`config.mk`:
```
export PLATFORM = sky130hd
export DESIGN_NAME = fwd_coinc_trigger
export DESIGN_NICKNAME = d
export VERILOG_FILES = /design/src/rtl/fwd_coinc_trigger.sv
export SDC_FILE = /design/constraint.sdc
export NUM_CORES = 1
export LEC_CHECK = 0
export CORE_ASPECT_RATIO = 1.2
export CORE_MARGIN = 1.5
export CORE_UTILIZATION = 45
export DETAILED_ROUTE_END_ITERATION = 6
export SLEW_MARGIN = 20
export SYNTH_ARGS = -nofsm -noshare
export SYNTH_HDL_FRONTEND = slang
export SYNTH_SLANG_ARGS = --single-unit
```
`constraint.sdc`:
```
create_clock -name clk -period 3.1 [get_ports clk]
set_clock_uncertainty 0.1 [all_clocks]
set_input_delay 0.62 -clock clk [delete_from_list [all_inputs] [get_ports clk]]
set_output_delay 0.62 -clock clk [all_outputs]
set_load 0.03 [all_outputs]
```
`src/rtl/fwd_coinc_trigger.sv`:
```
module fwd_coinc_trigger #(
  parameter int EW_LEN     = 12,
  parameter int IT_DLY     = 36,
  parameter int STRETCH    = 10,
  parameter int PED_DLY    = 20,
  parameter int DIV_W      = 12,
  parameter int MB_DIV_RST = 1000,
  parameter int PED_DIV_A  = 999,
  parameter int PED_DIV_B  = 999,
  parameter int PED_DIV_C  = 10
) (
  input  logic             clk,
  input  logic             rst_n,
  input  logic             xing_i,
  input  logic             busy_i,
  input  logic [9:0]       hit_i,
  input  logic [DIV_W-1:0] mb_div_i,
  input  logic             mb_div_we_i,
  output logic [7:0]       trig_o,
  output logic             master_o
);
  localparam int EW_CW  = $clog2(EW_LEN + 1);
  localparam int ST_CW  = $clog2(STRETCH + 1);
  localparam int SR_LEN = IT_DLY + PED_DLY;

  logic             xing_q;
  logic [EW_CW-1:0] ew_cnt;
  logic             ew, iw, pw, pw_q;
  logic [SR_LEN-1:0] win_sr;
  logic [7:0]       e_str;
  logic [9:0]       i_str;
  logic [3:0]       eo, eo_d, ia;
  logic             mb_or, mb_or_q;
  logic [DIV_W-1:0] mb_div_q;
  logic             div_wr;
  logic [3:0]       pc_tick;
  logic [5:0]       phys;
  logic [7:0]       bits;

  wire start = xing_i & ~xing_q & ~busy_i;
  assign div_wr = mb_div_we_i & busy_i;
  assign ew = ew_cnt != '0;
  assign iw = win_sr[IT_DLY-1];
  assign pw = win_sr[SR_LEN-1];

  always_ff @(posedge clk) begin
    if (!rst_n) begin
      xing_q   <= 1'b0;
      ew_cnt   <= '0;
      win_sr   <= '0;
      pw_q     <= 1'b0;
      mb_or_q  <= 1'b0;
      mb_div_q <= DIV_W'(MB_DIV_RST);
      trig_o   <= '0;
      master_o <= 1'b0;
    end else begin
      xing_q  <= xing_i;
      pw_q    <= pw;
      mb_or_q <= mb_or;
      win_sr  <= {win_sr[SR_LEN-2:0], ew};
      if (start) ew_cnt <= EW_CW'(EW_LEN);
      else if (ew) ew_cnt <= ew_cnt - 1'b1;
      if (div_wr) mb_div_q <= mb_div_i;
      trig_o   <= bits;
      master_o <= |bits;
    end
  end

  for (genvar c = 0; c < 8; c++) begin : g_early
    logic [ST_CW-1:0] cnt;
    always_ff @(posedge clk) begin
      if (!rst_n) cnt <= '0;
      else if (hit_i[c] & ew) cnt <= ST_CW'(STRETCH);
      else if (cnt != '0) cnt <= cnt - 1'b1;
    end
    assign e_str[c] = cnt != '0;
  end

  for (genvar c = 0; c < 10; c++) begin : g_intime
    logic [ST_CW-1:0] cnt;
    always_ff @(posedge clk) begin
      if (!rst_n) cnt <= '0;
      else if (hit_i[c] & iw) cnt <= ST_CW'(STRETCH);
      else if (cnt != '0) cnt <= cnt - 1'b1;
    end
    assign i_str[c] = cnt != '0;
  end

  // arm index: 0 NU, 1 ND, 2 FU, 3 FD; arm a uses counters base, base+2
  for (genvar a = 0; a < 4; a++) begin : g_arm
    localparam int B = (a < 2) ? a : a + 2;
    logic [IT_DLY-1:0] sr;
    assign eo[a] = e_str[B] | e_str[B+2];
    assign ia[a] = i_str[B] & i_str[B+2];
    always_ff @(posedge clk) begin
      if (!rst_n) sr <= '0;
      else sr <= {sr[IT_DLY-2:0], eo[a]};
    end
    assign eo_d[a] = sr[IT_DLY-1];
  end

  assign mb_or = |i_str;

  assign phys = {ia[1] & ia[2], ia[0] & ia[3],
                 eo_d[3] & ia[0], eo_d[2] & ia[1],
                 eo_d[1] & ia[2], eo_d[0] & ia[3]};
  assign bits = {pc_tick[3], pc_tick[0], phys};

  // stage 0: minimum bias; stages 1..3: pedestal cascade
  for (genvar g = 0; g < 4; g++) begin : g_pre
    logic [DIV_W-1:0] cnt, div;
    logic             tick, ev;
    if (g == 0) begin : g_s0
      assign div = mb_div_q;
      assign ev  = mb_or & ~mb_or_q;
    end else if (g == 1) begin : g_s1
      assign div = DIV_W'(PED_DIV_A);
      assign ev  = pw & ~pw_q;
    end else begin : g_sn
      assign div = DIV_W'((g == 2) ? PED_DIV_B : PED_DIV_C);
      assign ev  = pc_tick[g-1];
    end
    always_ff @(posedge clk) begin
      if (!rst_n) begin
        cnt  <= '0;
        tick <= 1'b0;
      end else begin
        tick <= 1'b0;
        if (g == 0 && div_wr) cnt <= '0;
        else if (ev) begin
          if (cnt + DIV_W'(1) >= div) begin
            cnt  <= '0;
            tick <= 1'b1;
          end else cnt <= cnt + DIV_W'(1);
        end
      end
    end
    assign pc_tick[g] = tick;
  end
endmodule


```
# After elaboration in Yosys (flattened, before gate mapping)
# Index checks and enable logic that the tools add are counted.
# word_totals
ff_bits	352
latchBits	0
ramBits	0
rom_bits	0
input_bits	27
out_inout_bits	9
elab_cells	237
memories	0
# op_classes
add_sub_neg	23
n_mul	0
n_div	0
magnitude_cmp	4
n_eq_ne	0
shift	0
n_mux	46
n_bitwise	43
reduce_logical	64
# ops
op	n
4-bit two-way mux	38
4-bit nonzero test	19
4-bit by 1-bit subtractor with 4-bit output, second input constant	19
12-bit by 1-bit adder with 12-bit output, second input constant	4
12-bit two-way mux	4
2-bit OR reduction	20
2-bit nonzero test	19
1-bit bitwise AND	33
12-bit by 10-bit greater-or-equal comparator with 1-bit output, second input constant	2
12-bit greater-or-equal comparator	1
12-bit by 4-bit greater-or-equal comparator with 1-bit output, second input constant	1
10-bit OR reduction	1
8-bit OR reduction	1
1-bit NOT	6
2-bit AND reduction	3
1-bit two-way mux	4
1-bit OR	4
3-bit OR reduction	1

# Depth between registers and ports, before layout
# depth
word_depth	5
depth_mapped	14
mapped_depth_nobuf	13

# Least setup slack after synthesis
# OpenSTA, ideal clock, no wires.
# synth_path
path_type	reg-to-reg
start	reg g_pre[0].cnt[2]
end	reg g_pre[0].cnt[5]
setup_ns	0.101
t_arrival_ns	2.949
required_time_ns	2.899
path_slack_ns	-0.050
stages_incl_launch_ff	12
n_path_buf	0
synth_period_minus_slack_ns	3.150
path_cell_list	dfxtp_1 > nand3_1 > nor3_1 > and3_1 > and3_1 > xor2_1 > ha_1 > and4_1 > a221oi_1 > o21ai_0 > or3_1 > o41ai_1
# synth_via
elab_chain_cells	3
# synth_lines
item	line_no	rtl
start, declared	111	logic [DIV_W-1:0] cnt, div;
start signal, assigned	134	end else cnt <= cnt + DIV_W'(1);
12-bit by 1-bit adder with 12-bit output *	131, 134	
12-bit greater-or-equal comparator	131	if (cnt + DIV_W'(1) >= div) begin
12-bit two-way mux *	131	
# Every way passes the cells marked *; elsewhere a longest branch is shown, timed or not.
# A chain may end at the register's enable or synchronous reset.

# Worst setup path after layout
# layout_path
start	reg g_pre[0].cnt[4]
end	reg g_pre[0].cnt[5]
# Same word-level chain as after synthesis.

==> results.yml <==
clocking:
  postCtsHoldBufs: 0
  path_clk_slew_ns: 0.06
  cts_tree: "done"
  cts_buffers: 36
  htree_levels: 2
  clock_path_buffers: 3
  cts_root_buf: "clkbuf_16"
  clock_sinks: 352
  insertion_delay_ns: 0.50
floorplanning:
  die_w_um: 154
  start_util_pct: 45.6
  io_pins: 36
  dieHeight_um: 184
  coreArea_um2: 27000
  die_area_um2: 28400
  rows: 66
power:
  power_frac_comb_pct: 10.3
  vdd_drop_max_uv: 459
  p_sw_share_pct: 23.8
  power.internal_uw: 8140
  leakage_uw: 0.00571
  p_sw_uw: 2540
  p_per_area_nw_per_um2: 742
  seqPwrFrac_pct: 47.2
  clkPwrFrac_pct: 42.6
  total_power_uw: 10700
worst_setup_path:
  regToRegSetupSlack_ns: 0.16
  crit_path_end: "g_pre[0].cnt[5]"
  worst_ep_required_time_ns: 3.40
  arrival_ns: 3.24
  critical_path.startpoint: "g_pre[0].cnt[4]"
  path_max_fanout: 5
  reg2reg_depth: 11
  critPathKind: "flip-flop to flip-flop"
  r2r_start: "g_pre[0].cnt[4]"
  reg2reg_to: "g_pre[0].cnt[5]"
  endpoint_kind: "flip-flop"
  start_kind: "flip-flop"
yosys:
  synth.most_common_cell: "dfxtp_1"
  dominantRegCellSynth: "dfxtp_1"
  synth.distinct_cells: 58
  synth_top_area_share_pct: 57.2
  synth_top_cells_by_count: "dfxtp_1, and2_1, nand2_1"
  async_flop_share_pct: 0
  syn_area_um2: 12300
  yosys_warnings: 0
  ys_ff_latch: 352
  syn-num-nets: 1323
  synth_area_leader_cell: "dfxtp_1"
  synth-seq-area-share_pct: 57.2
  yosys-top-cells-area: "dfxtp_1, and2_1, nand2_1"
  synth_cells: 1276
  synth_edf_count: 0
  avgSynthCellArea_um2: 9.65
sta:
  setup_slack_ns: 0.159
  slew_headroom_pct: 59.4
  fin_crit_ns: 2.94
  slew_viol_final: 0
  setup_viol: 0
  tightest_slew_ns: 0.606
  fin_crit_sh_pct: 94.9
  max_freq_ghz: 0.340
  holdWs_ns: 0.327
  final_hold_viol_count: 0
routing:
  wl_per_cell_um: 12.6
  detail_route.iter0.violations: 347
  drc: 0
  dr.pass1.iters: 4
  final_antenna_net_count: 0
  wl_um: 21300
  via_per_inst: 5.07
  via_count: 8550
cells_and_area:
  fin_area_um2: 14400
  drive_gt1_share_pct: 7.73
  syn2layout_area_growth_pct: 16.9
  antennaDiodeCount: 0
  nets: 1368
  finish.utilization_pct: 53.3
global_routing:
  antenna_found_initial: 0
  grt.overflow.total: 0
  grt_pass1_wl_um: 36300
  track_usage_pct: 15.2
  grt_max_degree: 180
  grt_pass1_vias: 7921
placement:
  hpwl_um: 13100
  place_worst_setup_slack_ns: 0.0876
  port_buffers: 35
  place_congestion: 0.804
  dpl_cell_area_um2: 13100
run:
  maxCapViolCount: 0
status:
  run_status: "finished, final reports clean"
hold_path:
  hp-class: "flip-flop to flip-flop"
-- worst max-delay path: stages, from the launching register on --
cell      delay (ns)
dfxtp_1         0.33
nand3_1         0.13
nor3_2          0.24
and3_4          0.23
and3_1          0.20
xor2_1          0.16
ha_1            0.25
and4_1          0.19
a221oi_1        0.26
o21ai_1         0.14
or3_4           0.38
o41ai_1         0.23
-- worst min path at each step --
stage / start / endpoint / slack [ns] / cells past startpoint
4_1_cts: rst_n / g_pre[1].cnt[9] / 0.32 / 2
2_1_floorplan: g_arm[0].sr[9] / g_arm[0].sr[10] / 0.31 / 1
5_1_grt: rst_n / g_pre[1].cnt[9] / 0.33 / 2
3_3_place_gp: g_arm[0].sr[11] / g_arm[0].sr[12] / 0.31 / 1
3_5_place_dp: g_arm[1].sr[20] / g_arm[1].sr[21] / 0.32 / 1
6_report: g_arm[2].sr[19] / g_arm[2].sr[20] / 0.33 / 1
-- placed cells by master (no fill, tap or decap), drive strengths merged, types with 2 or more instances in the layout --
master         instances
dfxtp                352
and2                 214
nand2                111
a21oi                 83
nor3                  63
nor2                  58
o21ai                 55
clkbuf                51
clkdlybuf4s50         34
inv                   29
buf                   26
nand3                 23
ha                    20
nand2b                19
xor2                  18
and3                  16
nand4                 16
a31oi                 15
nor4                  13
nand3b                13
or3                   12
o31ai                 11
a21o                  10
o211ai                10
xnor2                  8
a211oi                 6
bufinv                 6
nor3b                  5
or4b                   5
o41ai                  3
nor2b                  3
nand4b                 3
o22ai                  3
nor4b                  2
o21a                   2
a22o                   2
a41oi                  2
and4b                  2
clkinv                 2
-- cell type report --
class | count | area, um^2
Multi-Input combinational cell | 844 | 4990
Inverter | 27 | 101
Sequential cell | 352 | 7050
Tap cell | 340 | 425
Fill cell | 2450 | 12600
Clock buffer | 51 | 1050
Timing Repair Buffer | 60 | 564
Clock inverter | 11 | 219
-- per-layer routing --
metal / share of wire (%) / up-vias / routed length [um] / track usage (%)
met5: 0 / - / 0 / 0
met4: 2.2 / 0 / 469 / 4.70
met3: 3.6 / 38 / 762 / 2.94
met2: 45 / 110 / 9490 / 25.4
met1: 50 / 3966 / 10600 / 20.0
li1: - / 4436 / - / -
-- registers in the layout, summed over array words and instances (netlist names) --
name,count
g_early.cnt,32
master_o,1
ew_cnt,4
pw_q,1
trig_o,8
g_pre.cnt,48
xing_q,1
mb_or_q,1
g_intime.cnt,40
win_sr,56
g_pre.div,12
g_arm.sr,144
g_pre.tick,4
-- through the flow --
stage | instances | setup TNS, ns
finish | 1685 | 0
global route | 1685 | -0.00502
CTS | 1685 | 0
detailed placement | 1623 | 0
global placement | 1623 | 0
floorplan | 1276 | 0
-- power by group through the flow --
stage          combinational (uW)  sequential [uW]  clock (uW)
2_1_floorplan                 807             5080           0
3_3_place_gp                 1080             5120           0
3_5_place_dp                 1090             5120           0
4_1_cts                      1100             5030        4690
5_1_grt                      1260             5080        4880
6_report                     1100             5040        4550
-- timing repair --
item | 4_1_cts | 5_1_grt
gates resized for setup | 0 | 12
buffers inserted | 0 | 0
setup endpoints to repair | 0 | 20
-- cell families after synthesis --
kind of cell / count (synthesis) / share of synthesized area [%]
and+or+nand+nor: 583 / 25.9
buffers and inverters: 80 / 2.54
adders and majority gates: 20 / 2.03
AOI/OAI and AO/OA: 214 / 10.3
muxes: 1 / 0.122
DFF: 352 / 57.2
xor gates and xnor gates: 26 / 1.85
(Power assumes the default switching activity.)
